--- src/rtl/xbus_pkg.sv ---
package xbus_pkg;

  typedef enum logic [1:0] {
    ST_IDLE   = 2'd0,
    ST_SETUP  = 2'd1,
    ST_STROBE = 2'd2,
    ST_HOLD   = 2'd3
  } xb_state_e;

  // Effective signalling style of an access.
  typedef enum logic [1:0] {
    MODE_BSTRB = 2'd0,  // lane pins are per-byte write strobes
    MODE_BENA  = 2'd1,  // lane pins are byte enables, shared write strobe
    MODE_M68   = 2'd2   // chip select is the strobe, we_n is direction
  } xb_mode_e;

  // Map a bank's bit pair to its style. The reserved pair falls back to byte strobes.
  function automatic xb_mode_e pick_mode(input logic lane_en, input logic m68);
    case ({lane_en, m68})
      2'b10:   return MODE_BENA;
      2'b01:   return MODE_M68;
      default: return MODE_BSTRB;
    endcase
  endfunction

endpackage

--- src/rtl/xbus_mode_sel.sv ---
module xbus_mode_sel
  import xbus_pkg::*;
#(
  parameter int NUM_BANKS = 5,
  parameter int BANK_W    = 3
) (
  input  logic [NUM_BANKS-1:0] cfg_lane_en,
  input  logic [NUM_BANKS-1:0] cfg_m68,
  input  logic [BANK_W-1:0]    bank,
  output xb_mode_e             mode,
  output logic                 reserved,
  output logic                 bank_ok
);

  xb_mode_e bank_mode [NUM_BANKS];
  logic     bank_rsv  [NUM_BANKS];

  for (genvar b = 0; b < NUM_BANKS; b++) begin : g_bank
    assign bank_mode[b] = pick_mode(cfg_lane_en[b], cfg_m68[b]);
    assign bank_rsv[b]  = cfg_lane_en[b] & cfg_m68[b];
  end

  assign bank_ok = (32'(bank) < NUM_BANKS);

  always_comb begin
    mode     = MODE_BSTRB;
    reserved = 1'b0;
    for (int b = 0; b < NUM_BANKS; b++) begin
      if (bank == BANK_W'(b)) begin
        mode     = bank_mode[b];
        reserved = bank_rsv[b];
      end
    end
  end

endmodule

--- src/rtl/xbus_wait_timer.sv ---
module xbus_wait_timer #(
  parameter  int SEL_W = 2,
  localparam int CNT_W = SEL_W + 1
) (
  input  logic             clk,
  input  logic             rst,
  input  logic             load,
  input  logic             run,
  input  logic [SEL_W-1:0] sel,
  output logic             ripe
);

  // The counter holds the number of rising edges seen since the strobe went active.
  logic [CNT_W-1:0] cnt_q;

  assign ripe = (cnt_q > {1'b0, sel});

  always_ff @(posedge clk) begin
    if (rst) begin
      cnt_q <= '0;
    end else if (load) begin
      cnt_q <= CNT_W'(1);
    end else if (run && !ripe) begin
      cnt_q <= cnt_q + CNT_W'(1);
    end
  end

endmodule

--- src/rtl/xbus_pin_drive.sv ---
module xbus_pin_drive
  import xbus_pkg::*;
#(
  parameter int NUM_BANKS = 5,
  parameter int BANK_W    = 3,
  parameter int LANES     = 2
) (
  input  logic                 clk,
  input  logic                 rst,
  input  xb_state_e            state_d,
  input  xb_mode_e             mode_d,
  input  logic                 wr_d,
  input  logic [BANK_W-1:0]    bank_d,
  input  logic [LANES-1:0]     mask_d,
  output logic [NUM_BANKS-1:0] cs_n,
  output logic                 oe_n,
  output logic                 we_n,
  output logic [LANES-1:0]     lane_n,
  output logic                 doe
);

  logic             access, strobe;
  logic             cs_on, oe_on, we_on;
  logic [LANES-1:0] lane_on;

  assign access = (state_d != ST_IDLE);
  assign strobe = (state_d == ST_STROBE);

  always_comb begin
    case (mode_d)
      MODE_BENA: begin
        cs_on   = access;
        oe_on   = strobe && !wr_d;
        we_on   = strobe && wr_d;
        lane_on = access ? mask_d : '0;
      end
      MODE_M68: begin
        cs_on   = strobe;
        oe_on   = 1'b0;
        we_on   = access && wr_d;
        lane_on = strobe ? mask_d : '0;
      end
      default: begin
        cs_on   = access;
        oe_on   = strobe && !wr_d;
        we_on   = 1'b0;
        lane_on = (strobe && wr_d) ? mask_d : '0;
      end
    endcase
  end

  for (genvar b = 0; b < NUM_BANKS; b++) begin : g_cs
    always_ff @(posedge clk) begin
      if (rst) cs_n[b] <= 1'b1;
      else     cs_n[b] <= !(cs_on && (bank_d == BANK_W'(b)));
    end
  end

  for (genvar l = 0; l < LANES; l++) begin : g_lane
    always_ff @(posedge clk) begin
      if (rst) lane_n[l] <= 1'b1;
      else     lane_n[l] <= !lane_on[l];
    end
  end

  always_ff @(posedge clk) begin
    if (rst) begin
      oe_n <= 1'b1;
      we_n <= 1'b1;
      doe  <= 1'b0;
    end else begin
      oe_n <= !oe_on;
      we_n <= !we_on;
      doe  <= access && wr_d;
    end
  end

endmodule

--- src/rtl/xbus_strobe_ctrl.sv ---
module xbus_strobe_ctrl
  import xbus_pkg::*;
#(
  parameter  int NUM_BANKS = 5,
  parameter  int ADDR_W    = 16,
  parameter  int DATA_W    = 16,
  parameter  int SEL_W     = 2,
  localparam int BANK_W    = (NUM_BANKS > 1) ? $clog2(NUM_BANKS) : 1,
  localparam int LANES     = DATA_W / 8
) (
  input  logic                 clk,
  input  logic                 rst,
  input  logic                 req_valid,
  input  logic                 req_write,
  input  logic [BANK_W-1:0]    req_bank,
  input  logic [ADDR_W-1:0]    req_addr,
  input  logic [DATA_W-1:0]    req_wdata,
  input  logic [LANES-1:0]     req_bmask,
  input  logic [NUM_BANKS-1:0] cfg_lane_en,
  input  logic [NUM_BANKS-1:0] cfg_m68,
  input  logic [SEL_W-1:0]     cfg_wait_sel,
  output logic                 busy,
  output logic                 rsp_done,
  output logic                 rsp_cfg_err,
  output logic [DATA_W-1:0]    rsp_rdata,
  output logic                 endian_le,
  output logic [ADDR_W-1:0]    bus_addr,
  output logic [DATA_W-1:0]    bus_dout,
  output logic                 bus_doe,
  input  logic [DATA_W-1:0]    bus_din,
  output logic [NUM_BANKS-1:0] bus_cs_n,
  output logic                 bus_oe_n,
  output logic                 bus_we_n,
  output logic [LANES-1:0]     bus_lane_n,
  input  logic                 bus_wait_n
);

  xb_state_e         state_q, state_d;
  xb_mode_e          sel_mode, mode_q, mode_d;
  logic              sel_rsv, bank_ok, accept, finish, ripe;
  logic              wr_q, wr_d, rsv_q;
  logic [BANK_W-1:0] bank_q, bank_d;
  logic [LANES-1:0]  mask_q, mask_d;
  logic [SEL_W-1:0]  wsel_q;
  logic [ADDR_W-1:0] addr_q;
  logic [DATA_W-1:0] wdata_q, rdata_q;
  logic              busy_q, done_q, err_q;

  xbus_mode_sel #(
    .NUM_BANKS (NUM_BANKS),
    .BANK_W    (BANK_W)
  ) mode_sel_i (
    .cfg_lane_en (cfg_lane_en),
    .cfg_m68     (cfg_m68),
    .bank        (req_bank),
    .mode        (sel_mode),
    .reserved    (sel_rsv),
    .bank_ok     (bank_ok)
  );

  xbus_wait_timer #(
    .SEL_W (SEL_W)
  ) wait_timer_i (
    .clk  (clk),
    .rst  (rst),
    .load (state_q == ST_SETUP),
    .run  (state_q == ST_STROBE),
    .sel  (wsel_q),
    .ripe (ripe)
  );

  assign accept = (state_q == ST_IDLE) && req_valid && bank_ok;
  assign finish = (state_q == ST_STROBE) && ripe && bus_wait_n;

  // Next values of the captured fields feed the registered pin stage.
  assign wr_d   = accept ? req_write : wr_q;
  assign bank_d = accept ? req_bank  : bank_q;
  assign mask_d = accept ? req_bmask : mask_q;
  assign mode_d = accept ? sel_mode  : mode_q;

  always_comb begin
    state_d = state_q;
    case (state_q)
      ST_IDLE:   if (accept) state_d = ST_SETUP;
      ST_SETUP:  state_d = ST_STROBE;
      ST_STROBE: if (finish) state_d = ST_HOLD;
      default:   state_d = ST_IDLE;
    endcase
  end

  always_ff @(posedge clk) begin
    if (rst) begin
      state_q <= ST_IDLE;
      mode_q  <= MODE_BSTRB;
      wr_q    <= 1'b0;
      rsv_q   <= 1'b0;
      bank_q  <= '0;
      mask_q  <= '0;
      wsel_q  <= '0;
      addr_q  <= '0;
      wdata_q <= '0;
    end else begin
      state_q <= state_d;
      if (accept) begin
        mode_q  <= sel_mode;
        wr_q    <= req_write;
        rsv_q   <= sel_rsv;
        bank_q  <= req_bank;
        mask_q  <= req_bmask;
        wsel_q  <= cfg_wait_sel;
        addr_q  <= req_addr;
        wdata_q <= req_wdata;
      end
    end
  end

  always_ff @(posedge clk) begin
    if (rst) begin
      busy_q  <= 1'b0;
      done_q  <= 1'b0;
      err_q   <= 1'b0;
      rdata_q <= '0;
    end else begin
      busy_q <= (state_d != ST_IDLE);
      done_q <= (state_q == ST_HOLD);
      err_q  <= (state_q == ST_HOLD) && rsv_q;
      if (finish && !wr_q) rdata_q <= bus_din;
    end
  end

  xbus_pin_drive #(
    .NUM_BANKS (NUM_BANKS),
    .BANK_W    (BANK_W),
    .LANES     (LANES)
  ) pin_drive_i (
    .clk     (clk),
    .rst     (rst),
    .state_d (state_d),
    .mode_d  (mode_d),
    .wr_d    (wr_d),
    .bank_d  (bank_d),
    .mask_d  (mask_d),
    .cs_n    (bus_cs_n),
    .oe_n    (bus_oe_n),
    .we_n    (bus_we_n),
    .lane_n  (bus_lane_n),
    .doe     (bus_doe)
  );

  assign busy        = busy_q;
  assign rsp_done    = done_q;
  assign rsp_cfg_err = err_q;
  assign rsp_rdata   = rdata_q;
  assign endian_le   = 1'b1;
  assign bus_addr    = addr_q;
  assign bus_dout    = wdata_q;

endmodule

--- config.mk ---
export PLATFORM = sky130hd
export DESIGN_NAME = xbus_strobe_ctrl
export DESIGN_NICKNAME = d
export VERILOG_FILES = /design/src/rtl/xbus_pkg.sv /design/src/rtl/xbus_mode_sel.sv /design/src/rtl/xbus_wait_timer.sv /design/src/rtl/xbus_pin_drive.sv /design/src/rtl/xbus_strobe_ctrl.sv
export SDC_FILE = /design/constraint.sdc
export NUM_CORES = 1
export LEC_CHECK = 0
export BUFFER_PORTS_ARGS = -buffer_cell sky130_fd_sc_hd__buf_2
export CAP_MARGIN = 10
export CORE_MARGIN = 10
export CORE_UTILIZATION = 48
export CTS_CLUSTER_SIZE = 28
export DETAILED_ROUTE_END_ITERATION = 10
export GPL_ROUTABILITY_DRIVEN = 0
export GPL_TIMING_DRIVEN = 1
export PLACE_DENSITY = 0.8
export SYNTH_ARGS = -nofsm -noshare
export SYNTH_HDL_FRONTEND = slang
export SYNTH_SLANG_ARGS = --single-unit
--- constraint.sdc ---
create_clock -name clk -period 2.8 [get_ports clk]
set_input_delay 0.14 -clock clk [delete_from_list [all_inputs] [get_ports clk]]
set_output_delay 0.14 -clock clk [all_outputs]
set_load 0.02 [all_outputs]
[Word-level counts from Yosys, hierarchy flattened]
Index checks and enable logic that the tools add are counted.
Cells by class
  magnitude comparators: 2
  eq/ne operators: 24
  bitwise operators: 5
  mux-type cells: 31
  add/subtract/negate cells: 1
  reductions and logical operators: 33
Operator list (count)
  $mux W2: 12
  $pmux W2 S2: 6
  $eq A2 B2 Y1 const B: 9
  $logic_and A1 B1 Y1: 15
  $eq A2 B1 Y1 const B: 7
  $eq A3 B2 Y1 const B: 4
  $logic_not A1 Y1: 12
  $mux W1: 10
  $eq A3 B1 Y1 const B: 2
  $eq A3 B3 Y1 const B: 2
  $logic_not A3 Y1: 2
  $pmux W2 S3: 1
  $and A1 B1 Y1: 5
  $reduce_bool A2 Y1: 2
  $add A3 B1 Y3 const B: 1
  $gt A3 B2 Y1: 1
  $lt A3 B3 Y1 const B: 1
  $mux W3: 1
  $logic_not A2 Y1: 1
  $pmux W1 S2: 1
  $reduce_or A2 Y1: 1
Word-level totals
  register bits: 77
  input bits: 70
  logic and storage cells: 121
  output and inout port bits: 62

[Longest topological paths before layout]
  word-level depth: 12
  mapped depth: 12
  mapped depth without buffers: 12

[By module]
Synthesis repeated with hierarchy kept, for this count alone.
Unflattened totals
  cells, all modules: 364
  area, all modules: 3171.8 um^2
Modules (own cells, without submodules)
  xbus_strobe_ctrl: instances 1, cells an instance 276, seq. area each 1281.2 um^2, area each 2388.5 um^2
  xbus_pin_drive: instances 1, cells an instance 37, seq. area each 200.2 um^2, area each 386.6 um^2
  xbus_mode_sel: instances 1, cells an instance 28, seq. area each 0.0 um^2, area each 198.9 um^2
  xbus_wait_timer: instances 1, cells an instance 23, seq. area each 60.1 um^2, area each 197.7 um^2

[Worst setup path after synthesis]
Ideal clock, no wire load.
  path kind: reg-to-reg
  from: register state_q[0]
  to: register pin_drive_i.lane_n[0]
  data arrival time: 2228 ps
  buffers on the path: 1
  stages on the path, launching flop included: 13
  library setup time: 118 ps
  period minus slack after synthesis: 2345 ps
  slack: 455 ps
  data required time: 2682 ps
  cell sequence: dfxtp_1 > inv_1 > ha_1 > nand2_1 > nor2_2 > buf_2 > o22ai_1 > inv_1 > ha_1 > nand2b_1 > a311oi_1 > a221oi_2 > nand2b_1
Between the ends
  elaborated cells between the ends (all ways): 23
  classes of those cells: eq/ne: 5; mux: 10; reduce/logical: 8
RTL lines
  start, declared: RTL line xbus_strobe_ctrl.sv:38  | xb_state_e state_q, state_d;
  start signal, assigned: RTL line xbus_strobe_ctrl.sv:103  | state_q <= state_d;
  $logic_not A2 Y1 (*): RTL line xbus_strobe_ctrl.sv:72  | assign accept = (state_q == ST_IDLE) && req_valid && bank_ok;
  $logic_and A1 B1 Y1 (*) (2 in a row): RTL line xbus_strobe_ctrl.sv:72
  $mux W2 (*)
  named net mode_d[1]: RTL line xbus_strobe_ctrl.sv:39  | xb_mode_e sel_mode, mode_q, mode_d;
  $eq A2 B2 Y1 / $eq A2 B1 Y1 (equally long branches): RTL line xbus_pin_drive.sv:30  | case (mode_d)
  $pmux W2 S2 (*): RTL line xbus_pin_drive.sv:30
  $logic_not A1 Y1 (*): RTL line xbus_pin_drive.sv:62  | else lane_n[l] <= !lane_on[l];
  end signal, assigned by index: RTL line xbus_pin_drive.sv:62
  end, declared: RTL line xbus_pin_drive.sv:18  | output logic [LANES-1:0] lane_n,
The timed path passes the listed nets; every way through them passes the cells marked *.
A chain may end at the register's enable or synchronous reset.

[Worst setup path in the final report]
Same ends and word-level chain as after synthesis.

==> summary.txt <==
Die
  – FP Rows: 29
  – Die Area: 10200 µm²
  – Die Height: 101 µm
  – Die width: 101 µm
  – Initial Utilization: 49.5%
  – Ports: 132
  – Core area: 6390 µm²

Setup path
  – R2r setup slk: 0.27 ns
  – Critical path, cell by cell: inv_1 > ha_1 > nand2_1 > nor2_4 > o31ai_1 > o22ai_2 > inv_1 > ha_1 > a21o_1 > a41o_1 > a221oi_2 > nand2b_1
  – R2R cell count: 12
  – WP data arrival: 2.81 ns
  – Crit end category: flop
  – Max stage delay cell, worst path: dfxtp_1
  – CP startpoint kind: flop
  – Critical R2R Capture: pin_drive_i.lane_n[0]
  – Critical Path RT: 3.08 ns
  – Worst-path fanout max: 8
  – R2R Path Start: state_q[0]
  – Crit path kind: reg -> reg
  – Crit path largest cell delay: 0.34 ns

Timing
  – Slew headroom: 39.6%
  – Final count of negative-setup-slack endpoints: 0
  – Final worst setup slack: 0.268 ns
  – Max Freq: 0.395 GHz
  – Max Transition Viols Final: 0
  – Slew @ Worst Pin: 0.906 ns
  – Unrepaired setup endpoints after global routing: no
  – Hold Worst Slack: 0.0302 ns
  – Total negative slack: 0 ns
  – Final Hold Fails: 0
  – Fin crit period: 2.53 ns
  – Skew final: 0.0114 ns
  – Final period utilization: 90.4%

Synth
  – Top cells by count, synth: nand2_1, dfxtp_1, a21oi_1, nor2_1, mux2i_1
  – Post-Syn Area: 3160 µm²
  – Sequential share of the synthesized area: 48.7%
  – Asr flop ratio synth: 0%
  – Synthesized area per cell: 8.74 µm²
  – Post-synth top area share: 48.7%
  – Synthesized instance count: 362
  – Yosys warns: 0
  – Largest cells by area after synthesis: dfxtp_1, nand2_1, a21oi_1
  – Most common cell in the synthesized netlist: nand2_1
  – Ys flop type: dfxtp_1
  – Number of synthesized flops with an enable pin: 0
  – Synth area leader: dfxtp_1
  – Mapped Nets: 441
  – Synth unique cells: 49
  – Seq cells post-synth: 77

Min path
  – Worst Hold End: bus_addr[7]
  – Hold path cells: 3
  – Hold_sp: req_addr[7]
  – Worst min path class: in -> reg

Routing
  – Drt initial violations: 100
  – WL final: 8450 µm
  – Via Count: 2883
  – Vias/cell: 5.08
  – Routed len/inst: 14.9 µm
  – DRT antenna net count: 0
  – DRC Markers: 0
  – DRT Pass-1 Iters: 4

Clock tree
  – # resized after CTS: 0
  – Bufs on Longest Clock Path: 2
  – Clock transition at path regs: 0.08 ns
  – CTS Buf Count: 9
  – TritonCTS clock tree: built
  – Buffer count from post-CTS setup fixing: 0
  – Hold Buf Count CTS: 0
  – Sink Count: 77
  – H-Tree Depth: 3
  – Clk_lat worst skew: 0.34 ns
  – CTS root buffer: clkbuf_8

Cells and area
  – Nets: 564
  – Layout cells sized above 1: 32.7%
  – Antenna Cells: 0
  – Fillers: 574
  – Final Util: 64.0%
  – Area Growth Syn to Fin: 29.2%

GRT
  – GRT Residual Overflow: 0
  – Initial antenna violation count: 0
  – Vias in the first global route: 2933
  – Largest net degree at the start of global routing: 52
  – Global Route Usage Sum: 16.3%
  – First-pass GRT wire length: 13700 µm

Pwr
  – Peak supply drop: 0.342 mV
  – Lkg Pwr: 1.83 nW
  – Pwr Density: 691 nW/µm²
  – Total power: 0.00282 W

Placement
  – Port Buf Inserts: 130
  – Place WS: 0.165 ns
  – Post-DP HPWL: 6310 µm

Status
  – Status: finished clean

Run
  – Maximum Capacitance Violations: 0
[metrics by stage]
stage,instances,area [µm²]
after floorplan,362,3160
after global placement,551,3840
after detailed placement,551,3840
after CTS,567,4080
after global routing,567,4090
final,567,4090
[placed cells by master, fill, tap and decap left out, drive strengths merged, types with 2 or more instances in the layout]
cell	instances
buf	133
nand2	82
dfxtp	77
a21oi	46
nor2	32
mux2i	18
inv	12
clkbuf	12
ha	9
o21ai	5
nand3b	4
nand4b	4
nor3	4
nand2b	4
nand3	4
nor2b	3
a31oi	3
bufinv	3
o22ai	3
a31o	3
nor4bb	2
o31ai	2
and2	2
a21o	2
nand4	2
a211oi	2
nor4b	2
[critical path, delay by kind of cell, from the launching register on]
family                     cells  cell delay [ns]
AOI/OAI and AO/OA              5             0.94
adders and majority gates      2             0.49
buffers and inverters          2             0.16
DFF                            1             0.34
and+or+nand+nor                3             0.54
[power by group]
group          switching [W]  internal (W)
sequential         0.0000374       0.00118
combinational       0.000375      0.000230
clock               0.000389      0.000617
total               0.000801       0.00202
[area by class of cell]
cell class	instances	area (µm²)	share of cell area, %
Clock buffer	12	145	3.55
Clock inverter	4	95.1	2.33
Inverter	12	45.0	1.10
Multi-Input combinational cell	252	1490	36.5
Sequential cell	77	1540	37.7
Tap cell	77	96.3	2.36
Timing Repair Buffer	133	673	16.5
[metal layers]
| metal | wire length, µm | vias to the layer above | track usage [%] |
|---|---|---|---|
| met5 | 0 | - | 0 |
| met4 | 85 | 0 | 7.18 |
| met3 | 537 | 6 | 4.90 |
| met2 | 4570 | 80 | 29.2 |
| met1 | 3260 | 1333 | 17.3 |
| li1 | - | 1464 | - |
[state kept, by name (all words and copies together) (netlist names)]
name and cells:
busy 1, rsv_q 1, wr_q 1, bus_dout 16
rsp_rdata 16, state_q 2, pin_drive_i.cs_n 5, pin_drive_i.doe 1
mask_q 2, wsel_q 2, wait_timer_i.cnt_q 3, pin_drive_i.oe_n 1
bank_q 3, mode_q 2, pin_drive_i.lane_n 2, rsp_done 1
bus_addr 16, pin_drive_i.we_n 1, rsp_cfg_err 1
[cells by family after synthesis]
family	after synthesis	synth area share, %
compound gates	74	14.9
xor+xnor	1	0.277
fa+ha+maj	9	3.56
buf+inv	33	4.51
flops	77	48.7
mux	18	6.09
other cells	1	0.119
simple gates	149	21.8
[worst max-delay path by stage]
stage	startpoint	to	slack, ns	depth (start not counted)
2_1_floorplan	state_q[0]	pin_drive_i.lane_n[0]	0.45	12
3_3_place_gp	state_q[0]	pin_drive_i.lane_n[0]	0.32	12
3_5_place_dp	state_q[0]	pin_drive_i.lane_n[0]	0.16	12
4_1_cts	state_q[0]	pin_drive_i.lane_n[0]	0.12	12
5_1_grt	state_q[0]	pin_drive_i.lane_n[0]	0.03	12
6_report	state_q[0]	pin_drive_i.lane_n[0]	0.27	12
Note: power is estimated with default switching activity, not from simulation.
